==> src/rtl/bitlogic_pkg.sv <==
`timescale 1ns/1ps
package bitlogic_pkg;

  typedef enum logic [4:0] {
    OP_NOP     = 5'd0,
    OP_AND     = 5'd1,
    OP_ANDN    = 5'd2,
    OP_OR      = 5'd3,
    OP_ORN     = 5'd4,
    OP_ORSEP   = 5'd5,
    OP_LOAD    = 5'd6,
    OP_EQ      = 5'd7,
    OP_NE      = 5'd8,
    OP_GT      = 5'd9,
    OP_GE      = 5'd10,
    OP_LT      = 5'd11,
    OP_LE      = 5'd12,
    OP_OPEN_A  = 5'd13,
    OP_OPEN_AN = 5'd14,
    OP_OPEN_O  = 5'd15,
    OP_OPEN_ON = 5'd16,
    OP_CLOSE   = 5'd17,
    OP_ASSIGN  = 5'd18
  } opcode_e;

  // kind of nested level, kept on the stack
  typedef enum logic [2:0] {
    FC_AND  = 3'd0,
    FC_ANDN = 3'd1,
    FC_OR   = 3'd2,
    FC_ORN  = 3'd3
  } nest_fc_e;

  typedef struct packed {
    nest_fc_e fc;
    logic     s_or;
    logic     s_rlo;
  } nest_ent_t;

endpackage

==> src/rtl/bitlogic_rst_sync.sv <==
`timescale 1ns/1ps
module bitlogic_rst_sync #(
  parameter int STAGES = 2
) (
  input  logic clk,
  input  logic rst_n,
  output logic rst_sync_n
);

  logic [STAGES-1:0] sync_q;

  always_ff @(posedge clk or negedge rst_n) begin
    if (!rst_n) sync_q <= '0;
    else        sync_q <= {sync_q[STAGES-2:0], 1'b1};
  end

  assign rst_sync_n = sync_q[STAGES-1];

endmodule

==> src/rtl/bitlogic_cmp.sv <==
`timescale 1ns/1ps
module bitlogic_cmp #(
  parameter int W = 16
) (
  input  logic [W-1:0] a1,
  input  logic [W-1:0] a2,
  output logic         a1_gt,
  output logic         a1_lt
);

  assign a1_gt = $signed(a1) > $signed(a2);
  assign a1_lt = $signed(a1) < $signed(a2);

endmodule

==> src/rtl/bitlogic_stack.sv <==
`timescale 1ns/1ps
module bitlogic_stack
  import bitlogic_pkg::*;
#(
  parameter int DEPTH = 8,
  localparam int DW = $clog2(DEPTH + 1)
) (
  input  logic          clk,
  input  logic          rst_n,
  input  logic          push,
  input  logic          pop,
  input  nest_ent_t     push_ent,
  output nest_ent_t     top_ent,
  output logic [DW-1:0] depth,
  output logic          full,
  output logic          empty
);

  nest_ent_t     ent_q [DEPTH];
  logic [DW-1:0] depth_q, depth_d;

  // entry 0 is the top; a push moves all entries one level deeper
  for (genvar i = 0; i < DEPTH; i++) begin : g_ent
    nest_ent_t ent_d;
    if (i == 0) begin : g_top
      always_comb begin
        ent_d = ent_q[i];
        if (push)     ent_d = push_ent;
        else if (pop) ent_d = (DEPTH > 1) ? ent_q[(DEPTH > 1) ? 1 : 0] : '0;
      end
    end else if (i == DEPTH - 1) begin : g_bot
      always_comb begin
        ent_d = ent_q[i];
        if (push)     ent_d = ent_q[i-1];
        else if (pop) ent_d = '0;
      end
    end else begin : g_mid
      always_comb begin
        ent_d = ent_q[i];
        if (push)     ent_d = ent_q[i-1];
        else if (pop) ent_d = ent_q[i+1];
      end
    end
    always_ff @(posedge clk or negedge rst_n) begin
      if (!rst_n)          ent_q[i] <= '0;
      else if (push | pop) ent_q[i] <= ent_d;
    end
  end

  always_comb begin
    depth_d = depth_q;
    if (push)     depth_d = depth_q + DW'(1);
    else if (pop) depth_d = depth_q - DW'(1);
  end

  always_ff @(posedge clk or negedge rst_n) begin
    if (!rst_n)          depth_q <= '0;
    else if (push | pop) depth_q <= depth_d;
  end

  assign top_ent = ent_q[0];
  assign depth   = depth_q;
  assign full    = (depth_q == DW'(DEPTH));
  assign empty   = (depth_q == '0);

endmodule

==> src/rtl/bitlogic_exec.sv <==
`timescale 1ns/1ps
module bitlogic_exec
  import bitlogic_pkg::*;
#(
  parameter int W          = 16,
  parameter int NEST_DEPTH = 8,
  localparam int DW = $clog2(NEST_DEPTH + 1)
) (
  input  logic          clk,
  input  logic          rst_n,
  input  logic          valid,
  input  logic [4:0]    opcode,
  input  logic          op_bit,
  input  logic [W-1:0]  op_word,
  input  logic          mcr_en,
  output logic          rlo,
  output logic          orb,
  output logic          nfc,
  output logic          sta,
  output logic          cc0,
  output logic          cc1,
  output logic [W-1:0]  acc1,
  output logic [W-1:0]  acc2,
  output logic [DW-1:0] depth,
  output logic          wr_en,
  output logic          wr_data,
  output logic          nest_ovf,
  output logic          nest_unf
);

  logic      rst_sync_n;
  opcode_e   op;
  logic      a1_gt, a1_lt;
  logic      push, pop, full, empty;
  nest_ent_t push_ent, top_ent;

  logic         rlo_q, orb_q, nfc_q, sta_q, cc0_q, cc1_q;
  logic         rlo_d, orb_d, nfc_d, sta_d, cc0_d, cc1_d;
  logic [W-1:0] acc1_q, acc2_q, acc1_d, acc2_d;
  logic         wr_en_q, wr_en_d, wr_data_q, wr_data_d;
  logic         ovf_q, ovf_d, unf_q, unf_d;
  logic         reg_en;

  // helpers for the decode
  logic v_term, inner, top_or_kind, top_neg_kind, is_cmp;

  assign op = opcode_e'(opcode);

  bitlogic_rst_sync #(.STAGES(2)) u_rst_sync (
    .clk        (clk),
    .rst_n      (rst_n),
    .rst_sync_n (rst_sync_n)
  );

  bitlogic_cmp #(.W(W)) u_cmp (
    .a1    (acc1_q),
    .a2    (acc2_q),
    .a1_gt (a1_gt),
    .a1_lt (a1_lt)
  );

  bitlogic_stack #(.DEPTH(NEST_DEPTH)) u_stack (
    .clk      (clk),
    .rst_n    (rst_sync_n),
    .push     (push),
    .pop      (pop),
    .push_ent (push_ent),
    .top_ent  (top_ent),
    .depth    (depth),
    .full     (full),
    .empty    (empty)
  );

  assign top_or_kind  = (top_ent.fc == FC_OR)   || (top_ent.fc == FC_ORN);
  assign top_neg_kind = (top_ent.fc == FC_ANDN) || (top_ent.fc == FC_ORN);
  assign inner        = top_neg_kind ? ~rlo_q : rlo_q;
  assign v_term       = ((op == OP_ANDN) || (op == OP_ORN)) ? ~op_bit : op_bit;
  assign is_cmp       = (op == OP_EQ) || (op == OP_NE) || (op == OP_GT) ||
                        (op == OP_GE) || (op == OP_LT) || (op == OP_LE);

  // next-state decode
  always_comb begin
    rlo_d     = rlo_q;
    orb_d     = orb_q;
    nfc_d     = nfc_q;
    sta_d     = sta_q;
    cc0_d     = cc0_q;
    cc1_d     = cc1_q;
    acc1_d    = acc1_q;
    acc2_d    = acc2_q;
    wr_en_d   = 1'b0;
    wr_data_d = wr_data_q;
    ovf_d     = ovf_q;
    unf_d     = unf_q;
    push      = 1'b0;
    pop       = 1'b0;
    push_ent  = '0;

    if (valid) begin
      if (is_cmp) begin
        unique case (op)
          OP_EQ:   rlo_d = ~a1_gt & ~a1_lt;
          OP_NE:   rlo_d = a1_gt | a1_lt;
          OP_GT:   rlo_d = a1_lt;
          OP_GE:   rlo_d = ~a1_gt;
          OP_LT:   rlo_d = a1_gt;
          default: rlo_d = ~a1_lt;
        endcase
        cc0_d = a1_gt;
        cc1_d = a1_lt;
        orb_d = 1'b0;
        nfc_d = 1'b1;
      end else begin
        case (op)
          OP_AND, OP_ANDN: begin
            rlo_d = nfc_q ? (rlo_q & (v_term | orb_q)) : (v_term | orb_q);
            sta_d = op_bit;
            nfc_d = 1'b1;
          end
          OP_OR, OP_ORN: begin
            rlo_d = (nfc_q & rlo_q) | v_term;
            sta_d = op_bit;
            nfc_d = 1'b1;
          end
          OP_ORSEP: begin
            if (nfc_q) orb_d = rlo_q;
            nfc_d = 1'b0;
          end
          OP_LOAD: begin
            acc2_d = acc1_q;
            acc1_d = op_word;
          end
          OP_OPEN_A, OP_OPEN_AN, OP_OPEN_O, OP_OPEN_ON: begin
            if (full) begin
              ovf_d = 1'b1;
            end else begin
              push = 1'b1;
              unique case (op)
                OP_OPEN_A:  push_ent.fc = FC_AND;
                OP_OPEN_AN: push_ent.fc = FC_ANDN;
                OP_OPEN_O:  push_ent.fc = FC_OR;
                default:    push_ent.fc = FC_ORN;
              endcase
              if ((op == OP_OPEN_A) || (op == OP_OPEN_AN))
                push_ent.s_rlo = rlo_q | ~nfc_q;
              else
                push_ent.s_rlo = rlo_q & nfc_q;
              push_ent.s_or = orb_q & nfc_q;
              orb_d = 1'b0;
              sta_d = 1'b1;
              nfc_d = 1'b0;
            end
          end
          OP_CLOSE: begin
            if (empty) begin
              unf_d = 1'b1;
            end else begin
              pop = 1'b1;
              if (top_or_kind)
                rlo_d = top_ent.s_rlo | inner | top_ent.s_or;
              else
                rlo_d = top_ent.s_rlo & (inner | top_ent.s_or);
              orb_d = top_ent.s_or;
              nfc_d = 1'b1;
            end
          end
          OP_ASSIGN: begin
            if (mcr_en) begin
              wr_en_d   = 1'b1;
              wr_data_d = rlo_q;
            end
            sta_d = mcr_en ? rlo_q : op_bit;
            orb_d = 1'b0;
            nfc_d = 1'b0;
          end
          default: ;
        endcase
      end
    end
  end

  assign reg_en = valid;

  always_ff @(posedge clk or negedge rst_sync_n) begin
    if (!rst_sync_n) begin
      rlo_q     <= 1'b0;
      orb_q     <= 1'b0;
      nfc_q     <= 1'b0;
      sta_q     <= 1'b0;
      cc0_q     <= 1'b0;
      cc1_q     <= 1'b0;
      acc1_q    <= '0;
      acc2_q    <= '0;
      wr_data_q <= 1'b0;
      ovf_q     <= 1'b0;
      unf_q     <= 1'b0;
    end else if (reg_en) begin
      rlo_q     <= rlo_d;
      orb_q     <= orb_d;
      nfc_q     <= nfc_d;
      sta_q     <= sta_d;
      cc0_q     <= cc0_d;
      cc1_q     <= cc1_d;
      acc1_q    <= acc1_d;
      acc2_q    <= acc2_d;
      wr_data_q <= wr_data_d;
      ovf_q     <= ovf_d;
      unf_q     <= unf_d;
    end
  end

  // strobe register runs every cycle so the pulse ends by itself
  always_ff @(posedge clk or negedge rst_sync_n) begin
    if (!rst_sync_n) wr_en_q <= 1'b0;
    else             wr_en_q <= wr_en_d;
  end

  assign rlo      = rlo_q;
  assign orb      = orb_q;
  assign nfc      = nfc_q;
  assign sta      = sta_q;
  assign cc0      = cc0_q;
  assign cc1      = cc1_q;
  assign acc1     = acc1_q;
  assign acc2     = acc2_q;
  assign wr_en    = wr_en_q;
  assign wr_data  = wr_data_q;
  assign nest_ovf = ovf_q;
  assign nest_unf = unf_q;

endmodule

==> config.mk <==
export PLATFORM = sky130hd
export DESIGN_NAME = bitlogic_exec
export DESIGN_NICKNAME = d
export VERILOG_FILES = /design/src/rtl/bitlogic_pkg.sv /design/src/rtl/bitlogic_rst_sync.sv /design/src/rtl/bitlogic_cmp.sv /design/src/rtl/bitlogic_stack.sv /design/src/rtl/bitlogic_exec.sv
export SDC_FILE = /design/constraint.sdc
export NUM_CORES = 1
export LEC_CHECK = 0
export BUFFER_PORTS_ARGS = -buffer_cell sky130_fd_sc_hd__buf_2
export CELL_PAD_IN_SITES_DETAIL_PLACEMENT = 0
export CELL_PAD_IN_SITES_GLOBAL_PLACEMENT = 2
export CORE_ASPECT_RATIO = 0.7
export CORE_MARGIN = 8
export CORE_UTILIZATION = 36
export DETAILED_ROUTE_END_ITERATION = 6
export PLACE_DENSITY_LB_ADDON = 0.1
export SYNTH_ARGS = -nofsm -noshare
export SYNTH_HDL_FRONTEND = slang
export SYNTH_SLANG_ARGS = --single-unit
==> constraint.sdc <==
create_clock -name clk -period 3.4 [get_ports clk]
set_input_delay 0.68 -clock clk [delete_from_list [all_inputs] [get_ports clk]]
set_output_delay 0.68 -clock clk [all_outputs]
set_load 0.05 [all_outputs]
# Word level (Yosys, flattened, before mapping)
# Index checks and enable logic that the tools add are counted.
[op_classes]
bitwise_logic = 19
n_lt_le_gt_ge = 2
n_addsub = 2
n_eq_ne = 26
reduce_logical = 30
muxes = 55
[op_table]
columns = ["op", "n"]
rows = [
  ["two-way mux 5 bit", 16],
  ["== test 5 x 4 -> 1 bit (second input constant)", 8],
  ["two-way mux 1 bit", 27],
  ["two-way mux 4 bit", 6],
  ["== test 5 x 3 -> 1 bit (second input constant)", 4],
  ["AND reduction 4 bit", 5],
  ["greater-than comparator 16 bit", 1],
  ["< comparator 16 bit", 1],
  ["== test 5 bit (second input constant)", 3],
  ["== test 5 x 2 -> 1 bit (second input constant)", 2],
  ["nonzero test 5 bit", 2],
  ["logical OR 1 bit", 9],
  ["!= test 3 bit (second input constant)", 3],
  ["OR 1 bit", 8],
  ["case mux 1 bit (4 select lines)", 2],
  ["OR reduction 4 bit", 2],
  ["== test 3 x 2 -> 1 bit (second input constant)", 2],
  ["inverter 1 bit", 6],
  ["case mux 1 bit (3 select lines)", 2],
  ["case mux 2 bit (3 select lines)", 1],
  ["AND reduction 3 bit", 2],
  ["OR reduction 2 bit", 3],
  ["bitwise AND 1 bit", 5],
  ["== test 5 x 1 -> 1 bit (second input constant)", 1],
  ["other kinds (12)", 13],
]
[totals]
output_inout_bits = 46
wordCells = 172
reg_bits = 88

# Longest topological paths before layout
[depth]
ltp_word = 10
ltp_mapped = 13
depth_no_buf = 10

# By module
# From an unflattened synthesis, not the netlist that was laid out.
[hier_totals]
cells_unflattened = 468
area_unflattened_um2 = 4828.4
[modules_own_cells]
columns = ["module", "instances", "cells_each", "area_each_um2", "seq_area_each_um2"]
rows = [
  ["bitlogic_exec", 1, 204, 2229.6, 1051.0],
  ["bitlogic_stack", 1, 200, 2094.5, 1101.1],
  ["bitlogic_cmp", 1, 61, 450.4, 0.0],
  ["bitlogic_rst_sync", 1, 3, 53.8, 50.0],
]

# Worst setup path after synthesis
# No wires, ideal clock.
[synth_path]
path_kind = "input port to flip-flop"
from = "input port opcode[3]"
to = "register u_stack.depth_q[3] (netlist: u_stack.depth[3])"
path_slack_ps = 567
t_arrival_ps = 2753
stages = 13
setup_time_ps = 80
path_cell_list = "buf_6 -> or3b_4 -> mux2i_2 -> and3_4 -> inv_2 -> buf_6 -> buf_6 -> ha_1 -> a21o_1 -> a21oi_1 -> nor2_1 -> a21oi_1 -> xnor2_1"
[synth_between]
elab_chain_cells = 10
elab_cells_between_ends = 27
cone_classes = "eq/ne: 11; mux: 7; bitwise: 1; reduce/logical: 8"
[synth_rtl]
columns = ["item", "line_no", "source"]
rows = [
  ["from (decl)", "bitlogic_exec.sv:12", "input logic [4:0] opcode,"],
  ["== test 5 x 3 -> 1 bit / == test 5 x 4 -> 1 bit (equally long branches)", "bitlogic_exec.sv:78", "assign is_cmp = (op == OP_EQ) || (op == OP_NE) || (op == OP_GT) ||"],
  ["logical OR 1 bit (3 in a row)", "bitlogic_exec.sv:78", ""],
  ["logical OR 1 bit (2 in a row)", "bitlogic_exec.sv:79", "(op == OP_GE) || (op == OP_LT) || (op == OP_LE);"],
  ["two-way mux 1 bit", "bitlogic_exec.sv:100", "if (is_cmp) begin"],
  ["two-way mux 1 bit", "bitlogic_exec.sv:99", "if (valid) begin"],
  ["nonzero test 2 bit (no source line) / OR 1 bit (equally long branches)", "n/a", ""],
  ["AND reduction 2 bit (no source line)", "n/a", ""],
  ["to (signal assigned)", "bitlogic_stack.sv:58", "else if (push | pop) depth_q <= depth_d;"],
  ["to (decl)", "bitlogic_stack.sv:20", "logic [DW-1:0] depth_q, depth_d;"],
]
# Several ways; a longest one is shown, not always the timed one.
# A chain may end at the register's enable or synchronous reset.

# Final worst setup path
[layout_path]
from = "register acc2_q[15] (netlist: acc2[15])"
to = "register rlo_q (netlist: rlo)"
[layout_between]
elab_chain_cells = 5
elab_cells_between_ends = 8
cone_classes = "order compare: 2; mux: 2; bitwise: 4"
[layout_rtl]
columns = ["item", "line_no", "source"]
rows = [
  ["from (decl)", "bitlogic_exec.sv:39", "logic [W-1:0] acc1_q, acc2_q, acc1_d, acc2_d;"],
  ["from (signal assigned)", "bitlogic_exec.sv:193", "acc2_q <= '0;"],
  ["from (signal assigned)", "bitlogic_exec.sv:205", "acc2_q <= acc2_d;"],
  ["greater-than comparator 16 bit / < comparator 16 bit (equally long branches)", "bitlogic_cmp.sv:11, bitlogic_cmp.sv:12", ""],
  ["inverter 1 bit (on tied branches)", "bitlogic_exec.sv:102, bitlogic_exec.sv:105, bitlogic_exec.sv:107", ""],
  ["bitwise AND 1 bit", "bitlogic_exec.sv:102", "OP_EQ: rlo_d = ~a1_gt & ~a1_lt;"],
  ["case mux 1 bit (5 select lines) (*)", "bitlogic_exec.sv:101", "unique case (op)"],
  ["two-way mux 1 bit (*)", "bitlogic_exec.sv:100", ""],
  ["to (signal assigned)", "bitlogic_exec.sv:198", "rlo_q <= rlo_d;"],
  ["to (decl)", "bitlogic_exec.sv:37", "logic rlo_q, orb_q, nfc_q, sta_q, cc0_q, cc1_q;"],
]
# Every way passes the cells marked *; elsewhere a longest branch is shown, timed or not.

==> impl_metrics.tcl <==
set metrics [dict create \
    outcome "completed" \
    synth_seq_cells 88 \
    antenna_cells 0 \
    io_buffers 71 \
    fillCellCount 1327 \
    ys_warn_count 0 \
    p_leak_uw 0.002626 \
    cp.required_ns 3.63 \
    setup_viol 0 \
    final_nets 583 \
    cts_resized 0 \
    hold_violations 0 \
    wl_per_cell_um 16.97 \
    drt_first_pass_iters 4 \
    die_y_um 111.6 \
    rsz0062_at_grt "false" \
    postSynthCellCount 476 \
    netlist_top_cells_count "88 x dfrtp_1, 88 x nand2_1, 34 x mux2_2, 30 x nor2_1, 24 x a21oi_1" \
    setup_tns_ns 0 \
    fin_crit_sh_pct 78.69 \
    hold_path.class "primary input to asynchronous set/reset pin" \
    p_per_area_nw_per_um2 724.4 \
    io_pins 72 \
    synth_largest_area_cell "dfrtp_1" \
    wirelength_mm 12.04 \
    vias_per_cell 5.151 \
    grt_first_pass_wirelength_mm 20.40 \
    netlist_top_cells_area "dfrtp_1 47%, mux2_2 8.2%, nand2_1 7.0%" \
    seq_area_um2 2206 \
    vias 3652 \
    multi_input_area_um2 2218 \
    cp_num_buf_inv 1 \
    fin_crit_ns 2.675 \
    area_growth_pct 16.36 \
    drcViolationCount 0 \
    htreeDepth 3 \
    ant_nets 0 \
    rows 35 \
    syn_nets 521 \
    synth_top_area_share_pct 46.90 \
    track_usage_pct 14.65 \
    max_freq_mhz 373.8 \
    cp_slowest_cell "nor4_2" \
    slowest_delay_ns 0.66 \
    grt_max_degree 37 \
    fp.coreArea_um2 12960 \
    drv_cap 0 \
    clock-root-buffer "clkbuf_16" \
    cp-start-kind "flop" \
    grt_pass1_vias 3699 \
    synth_cell_types 62 \
    ys.flop_type "dfrtp_1" \
    critPathTopFamily "simple AND/OR/NAND/NOR gates" \
    netlist_area_um2 4696 \
    cts_made_buffers 9 \
    gp_congestion 0.7754 \
    crit_fanout 4 \
    grt-ovfl-total 0 \
    cp-end-kind "flop" \
    ys_seq_area_share_pct 46.90 \
    cts_sinks 88 \
    critPathKind "flop to flop" \
    vdd_drop_max_uv 325.8 \
    arrival_ns 2.90 \
    drt_iter0_drc 209 \
    clock_path_buffers 2 \
    hpwlAfterDp_mm 8.539 \
    initial_utilization_pct 36.23 \
    slew_violations 0 \
    die-area_um2 17010 \
    postCtsSetupBuffers 0 \
    tightest_slew_ns 0.9876 \
    tritoncts "yes" \
    clk_pin_slew_ns 0.07 \
    synth_edf_count 0 \
    skew_ns 0.01038 \
    async_flop_share_pct 100.0 \
    insertion_delay_ns 0.34 \
    total_power_uw 3958 \
    cts_hold_repair.buffers 0 \
    drive_above_1_share_pct 27.81 \
    die_x_um 152.5 \
    path_cells "inv_1, ha_1, nand4_1, nor4_2, maj3_1, a31oi_1, a311o_1, a2bb2oi_1" \
    avgSynthCellArea_um2 9.865 \
    antenna_found_initial 0 \
    slew_headroom_pct 34.09 \
]
## power by group
part / internal, uW / leakage (uW) / switching, uW
registers: 1340 / 0.00112 / 294
clock network: 591 / 0.000146 / 421
logic: 438 / 0.00136 / 874
## cell families after synthesis
family          synth area share (%)
simple gates                   15.85
buf+inv                        5.862
xor+xnor                       1.492
compound gates                 15.93
flops                          46.90
other cells                  0.07986
mux                            8.447
fa+ha+maj                      5.436
## cells in the final DEF, fill, tap and decap left out, types with 14 or more instances in the layout
| cell | Yosys | final |
|---|---|---|
| a21oi_1 | 24 | 24 |
| a22oi_1 | 23 | 23 |
| buf_2 | 16 | 71 |
| dfrtp_1 | 88 | 87 |
| ha_1 | 18 | 18 |
| inv_1 | 23 | 23 |
| mux2_2 | 34 | 34 |
| nand2_1 | 88 | 88 |
| nor2_1 | 30 | 30 |
| o21ai_0 | 14 | 14 |
## sequential cells by signal (all words and copies together), names as in the netlist
name and flops:
rlo 1, nest_unf 1, u_stack.ent_q 35, nest_ovf 1, cc1 1, u_stack.depth 4, u_stack.top_ent 5, u_rst_sync.sync_q 2
wr_en 1, acc1 16, nfc 1, sta 1, orb 1, wr_data 1, cc0 1, acc2 16
## worst paths after layout
check,startpoint,end,slack (ns),cells past startpoint
min in group clk,u_rst_sync.sync_q[0],u_rst_sync.sync_q[1],0.36,0
max in group asynchronous,u_rst_sync.sync_q[1],acc1[13],2.42,1
setup / recovery,acc2[15],rlo,0.72,8
hold / removal,rst_n,u_rst_sync.sync_q[1],0.11,1
setup reg to reg,acc2[15],rlo,0.72,8
hold reg to reg,u_rst_sync.sync_q[1],u_stack.ent_q[3],0.22,0
## area by class of cell
| class | count | area share (%) |
|---|---|---|
| Clock buffer | 11 | 4.442 |
| Clock inverter | 5 | 1.030 |
| Inverter | 24 | 1.649 |
| Multi-Input combinational cell | 334 | 40.60 |
| Sequential cell | 88 | 40.37 |
| Tap cell | 166 | 3.801 |
| Timing Repair Buffer | 81 | 8.106 |
## layer usage
| layer | global-route usage, % | wire length [um] | up-vias |
|---|---|---|---|
| met1 | 21.17 | 6320 | 1757 |
| met2 | 21.26 | 4957 | 90 |
| met3 | 4.102 | 666 | 7 |
| li1 | - | - | 1798 |
| met5 | 0 | 0 | - |
| met4 | 3.154 | 91 | 0 |
## per-stage QoR
step	setup WS (ns)	hold slack [ns]	cell area [um2]	cells	util, %
CTS	0.7813	0.09946	5464	709	42.15
global route	0.5919	0.09893	5464	709	42.15
detailed placement	0.4382	0.2362	5165	693	39.85
global placement	0.4589	0.2309	5165	693	39.85
floorplan	0.5666	0.3312	4696	476	-
finish	0.7245	0.1129	5464	709	42.15
Power figures use the tool's default switching activity.
